### src/rtl/sinc_dec_pkg.sv
package sinc_dec_pkg;

   // width of the mapped +1/-1 input word
   localparam int unsigned IN_W = 2;

   // running-sum word width: input width plus growth of every stage
   function automatic int acc_width(input int order, input int log2_mmax);
      return IN_W + order * log2_mmax;
   endfunction

   // select-code width for a given number of rate settings
   function automatic int sel_width(input int n_rates);
      return (n_rates <= 2) ? 1 : $clog2(n_rates);
   endfunction

   // per-cycle control produced by the framing logic
   typedef struct packed {
      logic clr;    // wipe all filter state this cycle
      logic take;   // accept the input bit this cycle
      logic fire;   // this bit closes an output period
      logic emit;   // the closing period is past the warm-up
   } frame_ctl_t;

endpackage

### src/rtl/sinc_dec_integ.sv
// Cascade of running sums at the input rate. The stages ripple within one
// cycle, so the sum presented at an output boundary already contains the
// bit that closes the period.
module sinc_dec_integ #(
   parameter int ORDER = 3,
   parameter int ACC_W = 26
) (
   input  logic             clk,
   input  logic             rst_n,
   input  logic             clr,
   input  logic             take,
   input  logic [ACC_W-1:0] x,
   output logic [ACC_W-1:0] sum_o
);

   logic [ORDER-1:0][ACC_W-1:0] nxt;

   for (genvar g = 0; g < ORDER; g++) begin : g_stage
      logic [ACC_W-1:0] st_q;
      logic [ACC_W-1:0] feed;

      if (g == 0) begin : g_head
         assign feed = x;
      end else begin : g_tail
         assign feed = nxt[g-1];
      end

      // modular two's-complement add; wraparound is harmless because
      // the difference chain recovers the exact window value
      assign nxt[g] = st_q + feed;

      always_ff @(posedge clk) begin
         if (!rst_n || clr) begin
            st_q <= '0;
         end else if (take) begin
            st_q <= nxt[g];
         end
      end
   end

   assign sum_o = nxt[ORDER-1];

endmodule

### src/rtl/sinc_dec_comb.sv
// Cascade of first differences, advanced once per output period.
module sinc_dec_comb #(
   parameter int ORDER = 3,
   parameter int ACC_W = 26
) (
   input  logic             clk,
   input  logic             rst_n,
   input  logic             clr,
   input  logic             fire,
   input  logic [ACC_W-1:0] din,
   output logic [ACC_W-1:0] dout
);

   logic [ORDER-1:0][ACC_W-1:0] diff;

   for (genvar g = 0; g < ORDER; g++) begin : g_stage
      logic [ACC_W-1:0] dly_q;
      logic [ACC_W-1:0] src;

      if (g == 0) begin : g_head
         assign src = din;
      end else begin : g_tail
         assign src = diff[g-1];
      end

      assign diff[g] = src - dly_q;

      always_ff @(posedge clk) begin
         if (!rst_n || clr) begin
            dly_q <= '0;
         end else if (fire) begin
            dly_q <= src;
         end
      end
   end

   assign dout = diff[ORDER-1];

endmodule

### src/rtl/sinc_dec_rate.sv
// Rate code register, output framing counter and warm-up counter.
module sinc_dec_rate
   import sinc_dec_pkg::*;
#(
   parameter int ORDER     = 3,
   parameter int LOG2_MMIN = 5,
   parameter int NUM_RATES = 4,
   parameter int SEL_W     = 2,
   parameter int CNT_W     = 8
) (
   input  logic             clk,
   input  logic             rst_n,
   input  logic [SEL_W-1:0] rate_sel,
   input  logic             bit_en,
   output logic [SEL_W-1:0] rate_o,
   output frame_ctl_t       ctl
);

   localparam int WARM_W = $clog2(ORDER + 1);

   logic [SEL_W-1:0]  sel_eff;
   logic [SEL_W-1:0]  rate_q;
   logic [CNT_W-1:0]  cnt_q;
   logic [CNT_W-1:0]  period_m1;
   logic [WARM_W-1:0] warm_q;
   logic              last;

   // codes past the last setting fall back to the slowest rate
   if (NUM_RATES == (1 << SEL_W)) begin : g_full_code
      assign sel_eff = rate_sel;
   end else begin : g_clamp_code
      assign sel_eff = (32'(rate_sel) > 32'(NUM_RATES - 1)) ?
                       SEL_W'(NUM_RATES - 1) : rate_sel;
   end

   always_comb begin
      period_m1 = CNT_W'((32'd1 << (32'(LOG2_MMIN) + 32'(rate_q))) - 32'd1);
      last      = (cnt_q == period_m1);
      ctl.clr   = (sel_eff != rate_q);
      ctl.take  = bit_en && !ctl.clr;
      ctl.fire  = ctl.take && last;
      ctl.emit  = (warm_q == WARM_W'(ORDER));
   end

   always_ff @(posedge clk) begin
      if (!rst_n) begin
         rate_q <= '0;
         cnt_q  <= '0;
         warm_q <= '0;
      end else begin
         rate_q <= sel_eff;
         if (ctl.clr) begin
            cnt_q  <= '0;
            warm_q <= '0;
         end else begin
            if (ctl.take) begin
               cnt_q <= last ? '0 : cnt_q + 1'b1;
            end
            if (ctl.fire && !ctl.emit) begin
               warm_q <= warm_q + 1'b1;
            end
         end
      end
   end

   assign rate_o = rate_q;

endmodule

### src/rtl/sinc_dec_scale.sv
// Rate-dependent arithmetic right shift followed by a clamp to OUT_W bits.
module sinc_dec_scale #(
   parameter int ACC_W = 26,
   parameter int OUT_W = 16,
   parameter int SH_W  = 5
) (
   input  logic [ACC_W-1:0] raw,
   input  logic [SH_W-1:0]  shift,
   output logic [OUT_W-1:0] pcm
);

   localparam logic signed [ACC_W-1:0] LIM_HI =
      {{(ACC_W-OUT_W+1){1'b0}}, {(OUT_W-1){1'b1}}};
   localparam logic signed [ACC_W-1:0] LIM_LO =
      {{(ACC_W-OUT_W+1){1'b1}}, {(OUT_W-1){1'b0}}};

   logic signed [ACC_W-1:0] shifted;

   always_comb begin
      shifted = $signed(raw) >>> shift;
      if (shifted > LIM_HI) begin
         pcm = LIM_HI[OUT_W-1:0];
      end else if (shifted < LIM_LO) begin
         pcm = LIM_LO[OUT_W-1:0];
      end else begin
         pcm = shifted[OUT_W-1:0];
      end
   end

endmodule

### src/rtl/sinc3_decimator.sv
module sinc3_decimator
   import sinc_dec_pkg::*;
#(
   parameter  int ORDER     = 3,
   parameter  int OUT_W     = 16,
   parameter  int LOG2_MMIN = 5,
   parameter  int NUM_RATES = 4,
   localparam int SEL_W     = sel_width(NUM_RATES)
) (
   input  logic             clk,
   input  logic             rst_n,
   input  logic             bit_en,
   input  logic             bit_in,
   input  logic [SEL_W-1:0] rate_sel,
   output logic [OUT_W-1:0] pcm_out,
   output logic             pcm_vld
);

   localparam int LOG2_MMAX = LOG2_MMIN + NUM_RATES - 1;
   localparam int ACC_W     = acc_width(ORDER, LOG2_MMAX);
   localparam int CNT_W     = LOG2_MMAX;
   localparam int SH_W      = $clog2(ORDER * LOG2_MMAX + 1);

   // elaboration-time parameter checks
   if (ORDER < 1) begin : g_bad_order
      $error("sinc3_decimator: ORDER must be at least 1");
   end
   if (NUM_RATES < 2) begin : g_bad_rates
      $error("sinc3_decimator: NUM_RATES must be at least 2");
   end
   if (ORDER * LOG2_MMIN < OUT_W - 1) begin : g_bad_scale
      $error("sinc3_decimator: smallest factor gives less gain than the output needs");
   end
   if (ACC_W > 64) begin : g_bad_width
      $error("sinc3_decimator: internal word wider than 64 bits");
   end

   frame_ctl_t       ctl;
   logic [SEL_W-1:0] rate_q;
   logic [ACC_W-1:0] x_word;
   logic [ACC_W-1:0] run_sum;
   logic [ACC_W-1:0] win_val;
   logic [SH_W-1:0]  shift_amt;
   logic [OUT_W-1:0] pcm_next;

   sinc_dec_rate #(
      .ORDER     (ORDER),
      .LOG2_MMIN (LOG2_MMIN),
      .NUM_RATES (NUM_RATES),
      .SEL_W     (SEL_W),
      .CNT_W     (CNT_W)
   ) u_rate (
      .clk      (clk),
      .rst_n    (rst_n),
      .rate_sel (rate_sel),
      .bit_en   (bit_en),
      .rate_o   (rate_q),
      .ctl      (ctl)
   );

   // 1 -> +1, 0 -> -1 in ACC_W-bit two's complement
   assign x_word = bit_in ? ACC_W'(1) : '1;

   sinc_dec_integ #(
      .ORDER (ORDER),
      .ACC_W (ACC_W)
   ) u_integ (
      .clk   (clk),
      .rst_n (rst_n),
      .clr   (ctl.clr),
      .take  (ctl.take),
      .x     (x_word),
      .sum_o (run_sum)
   );

   sinc_dec_comb #(
      .ORDER (ORDER),
      .ACC_W (ACC_W)
   ) u_comb (
      .clk   (clk),
      .rst_n (rst_n),
      .clr   (ctl.clr),
      .fire  (ctl.fire),
      .din   (run_sum),
      .dout  (win_val)
   );

   // raw gain is M^ORDER = 2^(ORDER*log2 M); keep the top OUT_W-1 magnitude bits
   assign shift_amt = SH_W'(32'(ORDER) * (32'(LOG2_MMIN) + 32'(rate_q)) - 32'(OUT_W - 1));

   sinc_dec_scale #(
      .ACC_W (ACC_W),
      .OUT_W (OUT_W),
      .SH_W  (SH_W)
   ) u_scale (
      .raw   (win_val),
      .shift (shift_amt),
      .pcm   (pcm_next)
   );

   always_ff @(posedge clk) begin
      if (!rst_n) begin
         pcm_out <= '0;
         pcm_vld <= 1'b0;
      end else begin
         pcm_vld <= ctl.fire && ctl.emit;
         if (ctl.fire && ctl.emit) begin
            pcm_out <= pcm_next;
         end
      end
   end

endmodule

### config.mk
export PLATFORM = sky130hd
export DESIGN_NAME = sinc3_decimator
export DESIGN_NICKNAME = d
export VERILOG_FILES = /design/src/rtl/sinc_dec_pkg.sv /design/src/rtl/sinc_dec_integ.sv /design/src/rtl/sinc_dec_comb.sv /design/src/rtl/sinc_dec_rate.sv /design/src/rtl/sinc_dec_scale.sv /design/src/rtl/sinc3_decimator.sv
export SDC_FILE = /design/constraint.sdc
export NUM_CORES = 1
export LEC_CHECK = 0
export BUFFER_PORTS_ARGS = -buffer_cell sky130_fd_sc_hd__buf_2
export CAP_MARGIN = 20
export CORE_ASPECT_RATIO = 0.7
export CORE_MARGIN = 4
export CORE_UTILIZATION = 40
export CTS_CLUSTER_DIAMETER = 150
export DETAILED_ROUTE_END_ITERATION = 10
export PLACE_DENSITY_LB_ADDON = 0.12
export SLEW_MARGIN = 20
export SYNTH_ARGS = -nofsm -noshare
export SYNTH_HDL_FRONTEND = slang
export SYNTH_SLANG_ARGS = --single-unit
### constraint.sdc
create_clock -name clk -period 16.51 [get_ports clk]
set_input_delay 0.8255 -clock clk [delete_from_list [all_inputs] [get_ports clk]]
set_output_delay 0.8255 -clock clk [all_outputs]
set_load 0.02 [all_outputs]
==> out/metrics.cfg, run 1 <==
[drt]
routedWlPerCell_um=15.4
ant_nets=0
via_per_inst=5.39
num_vias=12700
dr.pass1.iters=5
routed.top_layer=met4
wl_um=36300
drt_iter0_markers=918
post-route-drc-count=0
wl_met2_um=13400
wl_met1_um=21100
met3_length_um=1550

[clocking]
clk_transition_reported_paths_ns=0.07
ctsResizeCount=0
cts_setup_buffers=0
ctsRootBufferMaster=clkbuf_16
cts.sinks=185
clk_path_buf_depth=2
clk_latency_ns=0.46
cts_hold_repair.buffers=0
h-tree-depth=4
cts_tree=built
cts_buffers=17

[global_route]
grt_pass1_vias=11400
grt_max_degree=83
grt_overflow=0
antenna_found_initial=0
gr-usage-all-layers_pct=18.0
grt_pass1_wl_um=60200

[outcome]
status=complete, no violations

[cells_and_area]
nets=2036
antenna_cells=0
layout_commonest_cell=nor2_1
synthToLayoutAreaGrowth_pct=7.73
final_util_pct=44.0
layout_common_cells=nor2_1, nand2_1, dfxtp_1, ha_1, o21ai_0
drive_above_1_share_pct=5.90
fillers=3629

[sta]
relSlewSlack_pct=30.9
hold_viol=0
maxSlewViolCount=0
rsz0062_at_grt=false
period_minus_slack_ns=12.02
setup_viol=0
timing.setup.tns_ns=0
period_share_pct=72.8
tightest_slew_ns=1.04
fmax_ghz=0.0832
clock_skew_ns=0.0129

[setup_path]
arrival_ns=12.37
worstSetupPathType=in -> reg
slowest_delay_ns=0.77
crit_path_end_kind=register
slowest_stage=o21ai_1
cp_max_fo=24
critPathRequiredTime_ns=16.86
crit_top_cell=o21ai_0
start_kind=input port

[synthesis]
synth.net_count=2049
synth_flop_cell=dfxtp_1
yosys_warnings=0
synth_cell_types=78
seq_area_frac_synth_pct=25.0
ys_ff_latch=185
syn_inst=1880
synthArstFlopShare_pct=0
syn_area_um2=14800
postSynthAreaPerCell_um2=7.87
synth-edff-count=0

[floorplan]
die_w_um=238
dieArea_um2=40200
num_rows=58
fp.dieH_um=169
core_area_um2=36200
pin_count=23
initial_utilization_pct=40.9

[placement]
port_buffers=22
gp_congestion=0.899
hpwl_um=27500

[run]
drv_cap=0

[hold_path]
hp-class=reg -> reg

-- worst paths after layout --
kind,from,endpoint,slack (ns),depth (start not counted)
worst max-delay path,bit_in,pcm_out[0],4.49,51
worst min register to register,pcm_out[5],pcm_out[5],0.46,1
worst min-delay path,pcm_out[5],pcm_out[5],0.46,1
worst max register to register,u_integ.g_stage[0].st_q[0],pcm_out[0],4.57,47
-- layout make-up --
cell class                 instances  area, um^2  area share [%]
clock buffer                      19         453            2.84
clock inverter                    13         131           0.824
inverter                         128         480            3.01
multi-input combinational       1501       10400            65.0
sequential                       185        3700            23.2
tap                              480         601            3.77
timing repair buffer              34         203            1.27
-- stage by stage --
| stage | std cells | hold WS, ns | cell area (um^2) | worst slack (ns) |
|---|---|---|---|---|
| after floorplan | 1880 | 0.429 | 14800 | 5.66 |
| after global placement | 2328 | 0.437 | 15400 | 4.39 |
| after detailed placement | 2328 | 0.450 | 15400 | 4.06 |
| after CTS | 2360 | 0.467 | 15900 | 4.49 |
| after global routing | 2360 | 0.479 | 15900 | 3.12 |
| final | 2360 | 0.463 | 15900 | 4.49 |
-- flip-flops by register name, summed over array words and instances, names as in the netlist --
| signal | cells |
|---|---|
| u_rate.rate_o | 2 |
| u_rate.warm_q | 2 |
| u_integ.g_stage.st_q | 78 |
| u_rate.cnt_q | 8 |
| pcm_out | 16 |
| u_comb.g_stage.dly_q | 78 |
| pcm_vld | 1 |
-- cell usage after synthesis, drive strengths merged (4+ instances only) --
master	number	share of area, %
a21o	55	2.8
nor2b	21	0.89
a21boi	33	1.7
mux2	13	1.0
nand3b	4	0.20
inv	128	3.2
a31oi	13	0.55
or3	7	0.33
o31ai	8	0.50
o211a	4	0.27
ha	157	13
xor2	36	2.1
a22o	5	0.30
and3	10	0.42
xnor2	102	6.2
a21oi	127	4.3
a211oi	23	1.3
and4b	4	0.27
nand3	41	1.4
nand2b	13	0.55
nor2	201	5.1
o211ai	15	0.83
nor4	6	0.25
o21a	27	1.4
o21bai	13	0.66
or2	5	0.21
buf	16	0.49
o22ai	5	0.21
mux2i	100	6.8
nor3	30	1.0
clkbuf	50	1.3
o21ai	155	5.3
fa	6	0.81
nand4	12	0.51
o31a	5	0.30
o221ai	4	0.24
a32o	7	0.47
dfxtp	185	25
nand2	189	4.8
and2	10	0.42
-- critical path: cells and delay by family --
kind	cells	cell delay, ns
compound gates	24	6.24
xor+xnor	4	0.68
fa+ha+maj	6	2.07
buf+inv	3	0.47
mux	2	0.38
simple gates	12	1.67
-- cells by family (layout without fill, tap and decap cells) --
family / after synthesis / in the layout / share of synthesized area, %
simple gates: 564 / 564 / 17.0
compound gates: 522 / 522 / 22.6
buf+inv: 194 / 194 / 5.01
flops: 185 / 185 / 25.0
fa+ha+maj: 163 / 163 / 14.1
xor+xnor: 139 / 139 / 8.48
mux: 113 / 113 / 7.78
-- metal layers --
metal | vias to the layer above | global-route usage (%)
met5 | - | 0
met4 | 0 | 3.35
met3 | 19 | 2.69
met2 | 200 | 23.5
met1 | 5904 | 30.3
li1 | 6596 | -
Power of run 1 is left out: the tool's default activity adds up to more than one toggle a clock period on the data nets, which glitch-free logic cannot reach.
==> inputs of run 2 (changes only) <==
==> constraint.sdc (replaced) <==
create_clock -name clk -period 12.2 [get_ports clk]
set_input_delay 0.61 -clock clk [delete_from_list [all_inputs] [get_ports clk]]
set_output_delay 0.61 -clock clk [all_outputs]
set_load 0.02 [all_outputs]
==> run 2 against run 1 <==
Compared with the run above: wire length shrank 0.43%; hold slack worse by 0.066 ns; flip-flop and latch count stayed put; critical path depth unchanged; cell area rose by 0.20%; clock skew fell by 0.00090 ns; register-to-register slack worse by 3.6 ns; sequential share of layout area is essentially flat; global-route usage shrank 0.14 points; die area stayed put; via count down 0.52%; clock-buffer cell count decreased by 1; critical endpoint is now pcm_out[14].
==> out/metrics.cfg, run 2 (synthesis gave the netlist of run 1 again) <==
[clocking]
clk_path_buf_depth=2  ; unchanged
h-tree-depth=4  ; unchanged
clk_latency_ns=0.45  ; about the same
cts_hold_repair.buffers=0  ; unchanged
clk_transition_reported_paths_ns=0.07  ; about the same
cts.sinks=185  ; unchanged
ctsRootBufferMaster=clkbuf_16
cts_buffers=17  ; unchanged
cts_tree=built

[drt]
post-route-drc-count=0  ; unchanged
met3_length_um=1990  ; +28%
wl_um=36100  ; -0.43%
drt_iter0_markers=863  ; -6.0%
routedWlPerCell_um=15.3  ; -0.51%
via_per_inst=5.36  ; -0.60%
wl_met2_um=13500  ; +0.42%
num_vias=12700  ; -0.52%
wl_met1_um=20400  ; -3.2%
routed.top_layer=met4
ant_nets=0  ; unchanged
dr.pass1.iters=5  ; unchanged

[setup_path]
arrival_ns=11.53  ; -0.84 ns
crit_top_cell=a21oi_1
slowest_stage=xor3_2
cp_max_fo=14  ; -42%
critPathRequiredTime_ns=12.55  ; -4.31 ns
critical_path_buf_inv_count=1  ; -2
crit_path_end_kind=register
start_kind=register
slowest_delay_ns=0.56  ; -0.21 ns
worstSetupPathType=reg -> reg
cp_top_family=compound AO/OA/AOI/OAI gates

[sta]
maxSlewViolCount=0  ; unchanged
fmax_ghz=0.0894
relSlewSlack_pct=33.7  ; +2.8 points
period_share_pct=91.6
setup_viol=0  ; unchanged
period_minus_slack_ns=11.18
hold_viol=0  ; unchanged
tightest_slew_ns=0.994  ; -0.0422 ns
clock_skew_ns=0.0120  ; -0.000896 ns
timing.setup.tns_ns=0  ; unchanged
rsz0062_at_grt=false

[outcome]
status=complete, no violations

[placement]
port_buffers=22  ; unchanged
gp_congestion=0.894  ; -0.58%
hpwl_um=27600  ; about the same

[cells_and_area]
nets=2038  ; +0.098%
fillers=3707  ; +2.1%
multi_input_area_um2=10400  ; +0.27%
synthToLayoutAreaGrowth_pct=7.94
layout_common_cells=nor2_1, nand2_1, dfxtp_1, ha_1, o21ai_0
antenna_cells=0  ; unchanged
final_util_pct=44.1  ; +0.086 points
layout_commonest_cell=nor2_1
reg_top3=u_comb.g_stage.dly_q: 78 flops, u_integ.g_stage.st_q: 78 flops, pcm_out: 16 flops
drive_above_1_share_pct=6.27  ; +0.37 points
seqCellArea_um2=3700  ; unchanged

[global_route]
gr-usage-all-layers_pct=17.9  ; -0.14 points
grt_pass1_wl_um=59500  ; -1.2%
grt_overflow=0  ; unchanged
grt_max_degree=83  ; unchanged
antenna_found_initial=0  ; unchanged
grt_pass1_vias=11500  ; +1.1%

[run]
drv_cap=0  ; unchanged

[hold_path]
hp-class=in -> reg

[floorplan]
die_w_um=238  ; unchanged
dieArea_um2=40200  ; unchanged
pin_count=23  ; unchanged
initial_utilization_pct=40.9  ; unchanged
core_area_um2=36200  ; unchanged
num_rows=58  ; unchanged
fp.dieH_um=169  ; unchanged

==> run 2: worst paths after layout <==
check	cells past startpoint	endpoint	slack, ns	from
setup / recovery	51	pcm_out[14]	1.02	u_integ.g_stage[0].st_q[0]
hold / removal	2	u_rate.rate_o[1]	0.40	rate_sel[1]
setup reg to reg	51	pcm_out[14]	1.02	u_integ.g_stage[0].st_q[0]
hold reg to reg	2	u_comb.g_stage[0].dly_q[9]	0.46	u_comb.g_stage[0].dly_q[9]
==> run 2: final cells by class <==
class	instances	area share (%)
multi-input combinational	1501	65.1
sequential	185	23.2
tap	480	3.76
inverter	128	3.01
clock buffer	18	2.69
timing repair buffer	36	1.39
clock inverter	14	0.877
==> run 2: what timing repair did <==
item | 4_1_cts | 5_1_grt
resized for setup | 0 | 12
endpoints found under the setup margin | 0 | 15
setup buffers | 0 | 0
==> run 2: per-layer routing <==
layer,vias to the layer above,track usage (%)
met3,19,3.57
met5,-,0
met4,0,3.60
li1,6602,-
met1,5825,28.6
met2,207,24.3
==> run 2: per-stage QoR <==
| stage | setup slack (ns) | hold slack (ns) | instances | area, um^2 |
|---|---|---|---|---|
| finish | 1.02 | 0.396 | 2362 | 16000 |
| global route | 0.00207 | 0.381 | 2362 | 16000 |
| CTS | 0.647 | 0.364 | 2362 | 15900 |
| floorplan | 1.57 | 0.429 | 1880 | 14800 |
| global placement | 0.653 | 0.440 | 2330 | 15400 |
| detailed placement | 0.241 | 0.448 | 2330 | 15400 |
==> run 2: worst register-to-register path, delay by kind of cell (launching register included) <==
kind | cells | cell delay (ns)
AOI/OAI and AO/OA | 23 | 4.85
xor gates and xnor gates | 6 | 1.49
adders and majority gates | 6 | 2.17
buffers and inverters | 1 | 0.13
DFF | 1 | 0.40
and+or+nand+nor | 15 | 2.08
Power of run 2 is left out for the same reason.
==> inputs of run 3 (changes only) <==
--- a/config.mk
+++ b/config.mk
@@ -5,6 +5,7 @@
 export SDC_FILE = /design/constraint.sdc
 export NUM_CORES = 1
 export LEC_CHECK = 0
+export ABC_AREA = 1
 export BUFFER_PORTS_ARGS = -buffer_cell sky130_fd_sc_hd__buf_2
 export CAP_MARGIN = 20
 export CORE_ASPECT_RATIO = 0.7
==> run 3 against run 2 <==
Compared with the run above: via count rose by 3.8%; die area fell by 2.0%; cell area fell by 2.1%; highest routed layer unchanged.
==> out/metrics.cfg, run 3 <==
[synthesis]
yosys_warnings=0  ; unchanged
synth_flop_cell=dfxtp_1
yosysTopAreaCellShare_pct=25.6  ; +0.54 points
yosys.cell_count.top_type=nand2_1
synth.net_count=2286  ; +12%
yosys-top-cells-area=dfxtp_1, ha_1, nand2_1
synth_cell_types=50  ; -36%
postSynthAreaPerCell_um2=6.84  ; -13%
synth.largest_area_cell=dfxtp_1
synth_common_cells=nand2_1, inv_1, o21ai_0, dfxtp_1, a21oi_1
syn_inst=2117  ; +13%
ys_ff_latch=185  ; unchanged
seq_area_frac_synth_pct=25.6  ; +0.54 points
synthArstFlopShare_pct=0  ; unchanged
synth-edff-count=0  ; unchanged
syn_area_um2=14500  ; -2.1%

[drt]
wl_um=37100  ; +2.6%
dr.pass1.iters=5  ; unchanged
drt_iter0_markers=938  ; +8.7%
ant_nets=0  ; unchanged
num_vias=13100  ; +3.8%
via_per_inst=5.07  ; -5.4%
post-route-drc-count=0  ; unchanged
routedWlPerCell_um=14.3  ; -6.5%

[sta]
maxSlewViolCount=0  ; unchanged
fmax_ghz=0.0972  ; +8.7%
hold_viol=0  ; unchanged
setup_viol=0  ; unchanged
clock_skew_ns=0.0133  ; +0.00127 ns
timing.setup.tns_ns=0  ; unchanged
period_minus_slack_ns=10.29  ; -0.892 ns
relSlewSlack_pct=38.4  ; +4.6 points
period_share_pct=84.3  ; -7.3 points
rsz0062_at_grt=false
tightest_slew_ns=0.921  ; -0.0731 ns

[placement]
gp_congestion=0.894  ; about the same
hpwl_um=27400  ; -0.49%
port_buffers=22  ; unchanged
placed_area_um2=15000  ; -2.4%

[setup_path]
critPathRequiredTime_ns=12.51  ; -0.04 ns
crit_path_end_kind=register
slowest_stage=a21oi_4
cp_max_fo=24  ; +10
crit_top_cell=nand2_1
slowest_delay_ns=0.47  ; -0.09 ns
worstSetupPathType=in -> reg
start_kind=input port
arrival_ns=10.60  ; -0.93 ns

[clocking]
cts.sinks=185  ; unchanged
ctsResizeCount=0  ; unchanged
cts_tree=built
cts_hold_repair.buffers=0  ; unchanged
cts_setup_buffers=0  ; unchanged
cts_buffers=17  ; unchanged
clk_path_buf_depth=2  ; unchanged
clk_transition_reported_paths_ns=0.07  ; about the same
h-tree-depth=4  ; unchanged
clk_latency_ns=0.45  ; about the same
ctsRootBufferMaster=clkbuf_16

[hold_path]
hp-class=in -> reg

[cells_and_area]
synthToLayoutAreaGrowth_pct=7.90  ; about the same
layout_commonest_cell=nand2_1
drive_above_1_share_pct=6.20  ; -0.067 points
layout_common_cells=nand2_1, inv_1, o21ai_0, dfxtp_1, a21oi_1
fillers=3847  ; +3.8%
nets=2269  ; +11%
reg_top3=u_comb.g_stage.dly_q: 78 flops, u_integ.g_stage.st_q: 78 flops, pcm_out: 16 flops
fin_area_um2=15600  ; -2.1%
antenna_cells=0  ; unchanged

[floorplan]
fp.dieH_um=167  ; -1.0%
initial_utilization_pct=40.4  ; -0.46 points
die_w_um=235  ; -1.0%
dieArea_um2=39400  ; -2.0%
core_area_um2=35800  ; -1.0%
pin_count=23  ; unchanged
num_rows=58  ; unchanged

[global_route]
grt_overflow=0  ; unchanged
gr-usage-all-layers_pct=18.8  ; +0.89 points
grt_pass1_wl_um=61900  ; +4.1%
grt_max_degree=65  ; -22%
grt_pass1_vias=12100  ; +4.9%
antenna_found_initial=0  ; unchanged

[run]
drv_cap=0  ; unchanged

[outcome]
status=complete, no violations

==> run 3: cell count changes after synthesis, moves of 23 or more <==
cell      previous run  this run
a21boi_0            33         0
a21o_1              55         2
a21oi_1            125       181
inv_1              126       278
mux2i_1            100         5
nand2_1            186       344
nand3_1             41       175
o21a_1              27         4
o21ai_0            149       239
xnor2_1             99        32
xor2_1              36       109
==> run 3: logic make-up (layout without fill, tap and decap cells) <==
family / Yosys count / in the layout / synth area share (%)
buffers and inverters: 352 / 347 / 9.41
DFF: 185 / 185 / 25.6
adders and majority gates: 163 / 163 / 14.4
and+or+nand+nor: 770 / 770 / 23.1
muxes: 5 / 5 / 0.345
AOI/OAI and AO/OA: 501 / 501 / 18.7
xor gates and xnor gates: 141 / 141 / 8.52
==> run 3: layer usage <==
layer | up-vias | share of wire (%) | GRT usage, %
li1 | 6976 | - | -
met1 | 5940 | 58 | 30.8
met2 | 196 | 37 | 25.1
met3 | 18 | 4.2 | 3.14
met4 | 0 | 0.80 | 3.52
met5 | - | 0 | 0
==> run 3: path summary, 6_finish.rpt <==
check / from / end / slack (ns) / cells past startpoint
setup / recovery: bit_in / pcm_out[2] / 1.91 / 59
hold / removal: rate_sel[0] / u_rate.rate_o[0] / 0.37 / 3
setup reg to reg: u_integ.g_stage[0].st_q[0] / pcm_out[2] / 2.07 / 57
hold reg to reg: u_rate.warm_q[0] / u_rate.warm_q[0] / 0.46 / 1
==> run 3: area by class of cell <==
| cell class | instances | area, um^2 | area share, % |
|---|---|---|---|
| Clock buffer | 19 | 443 | 2.83 |
| Clock inverter | 12 | 186 | 1.19 |
| Inverter | 280 | 1050 | 6.74 |
| Multi-Input combinational cell | 1580 | 9430 | 60.3 |
| Sequential cell | 185 | 3700 | 23.7 |
| Tap cell | 480 | 601 | 3.84 |
| Timing Repair Buffer | 36 | 215 | 1.38 |
==> run 3: through the flow <==
step           setup WS (ns)  hold WS (ns)  instances  util, %
2_1_floorplan           2.93         0.429       2117        -
3_3_place_gp            1.85         0.441       2561     41.8
3_5_place_dp            1.56         0.454       2561     41.8
4_1_cts                 2.01         0.342       2592     43.6
5_1_grt                0.925         0.355       2592     43.6
6_report                1.91         0.367       2592     43.6
==> run 3: critical path, delay by kind of cell <==
family,cells,cell delay (ns)
AOI/OAI and AO/OA,17,3.38
and+or+nand+nor,24,2.70
adders and majority gates,6,2.18
xor gates and xnor gates,5,0.91
buffers and inverters,7,0.80
Power of run 3 is left out for the same reason.
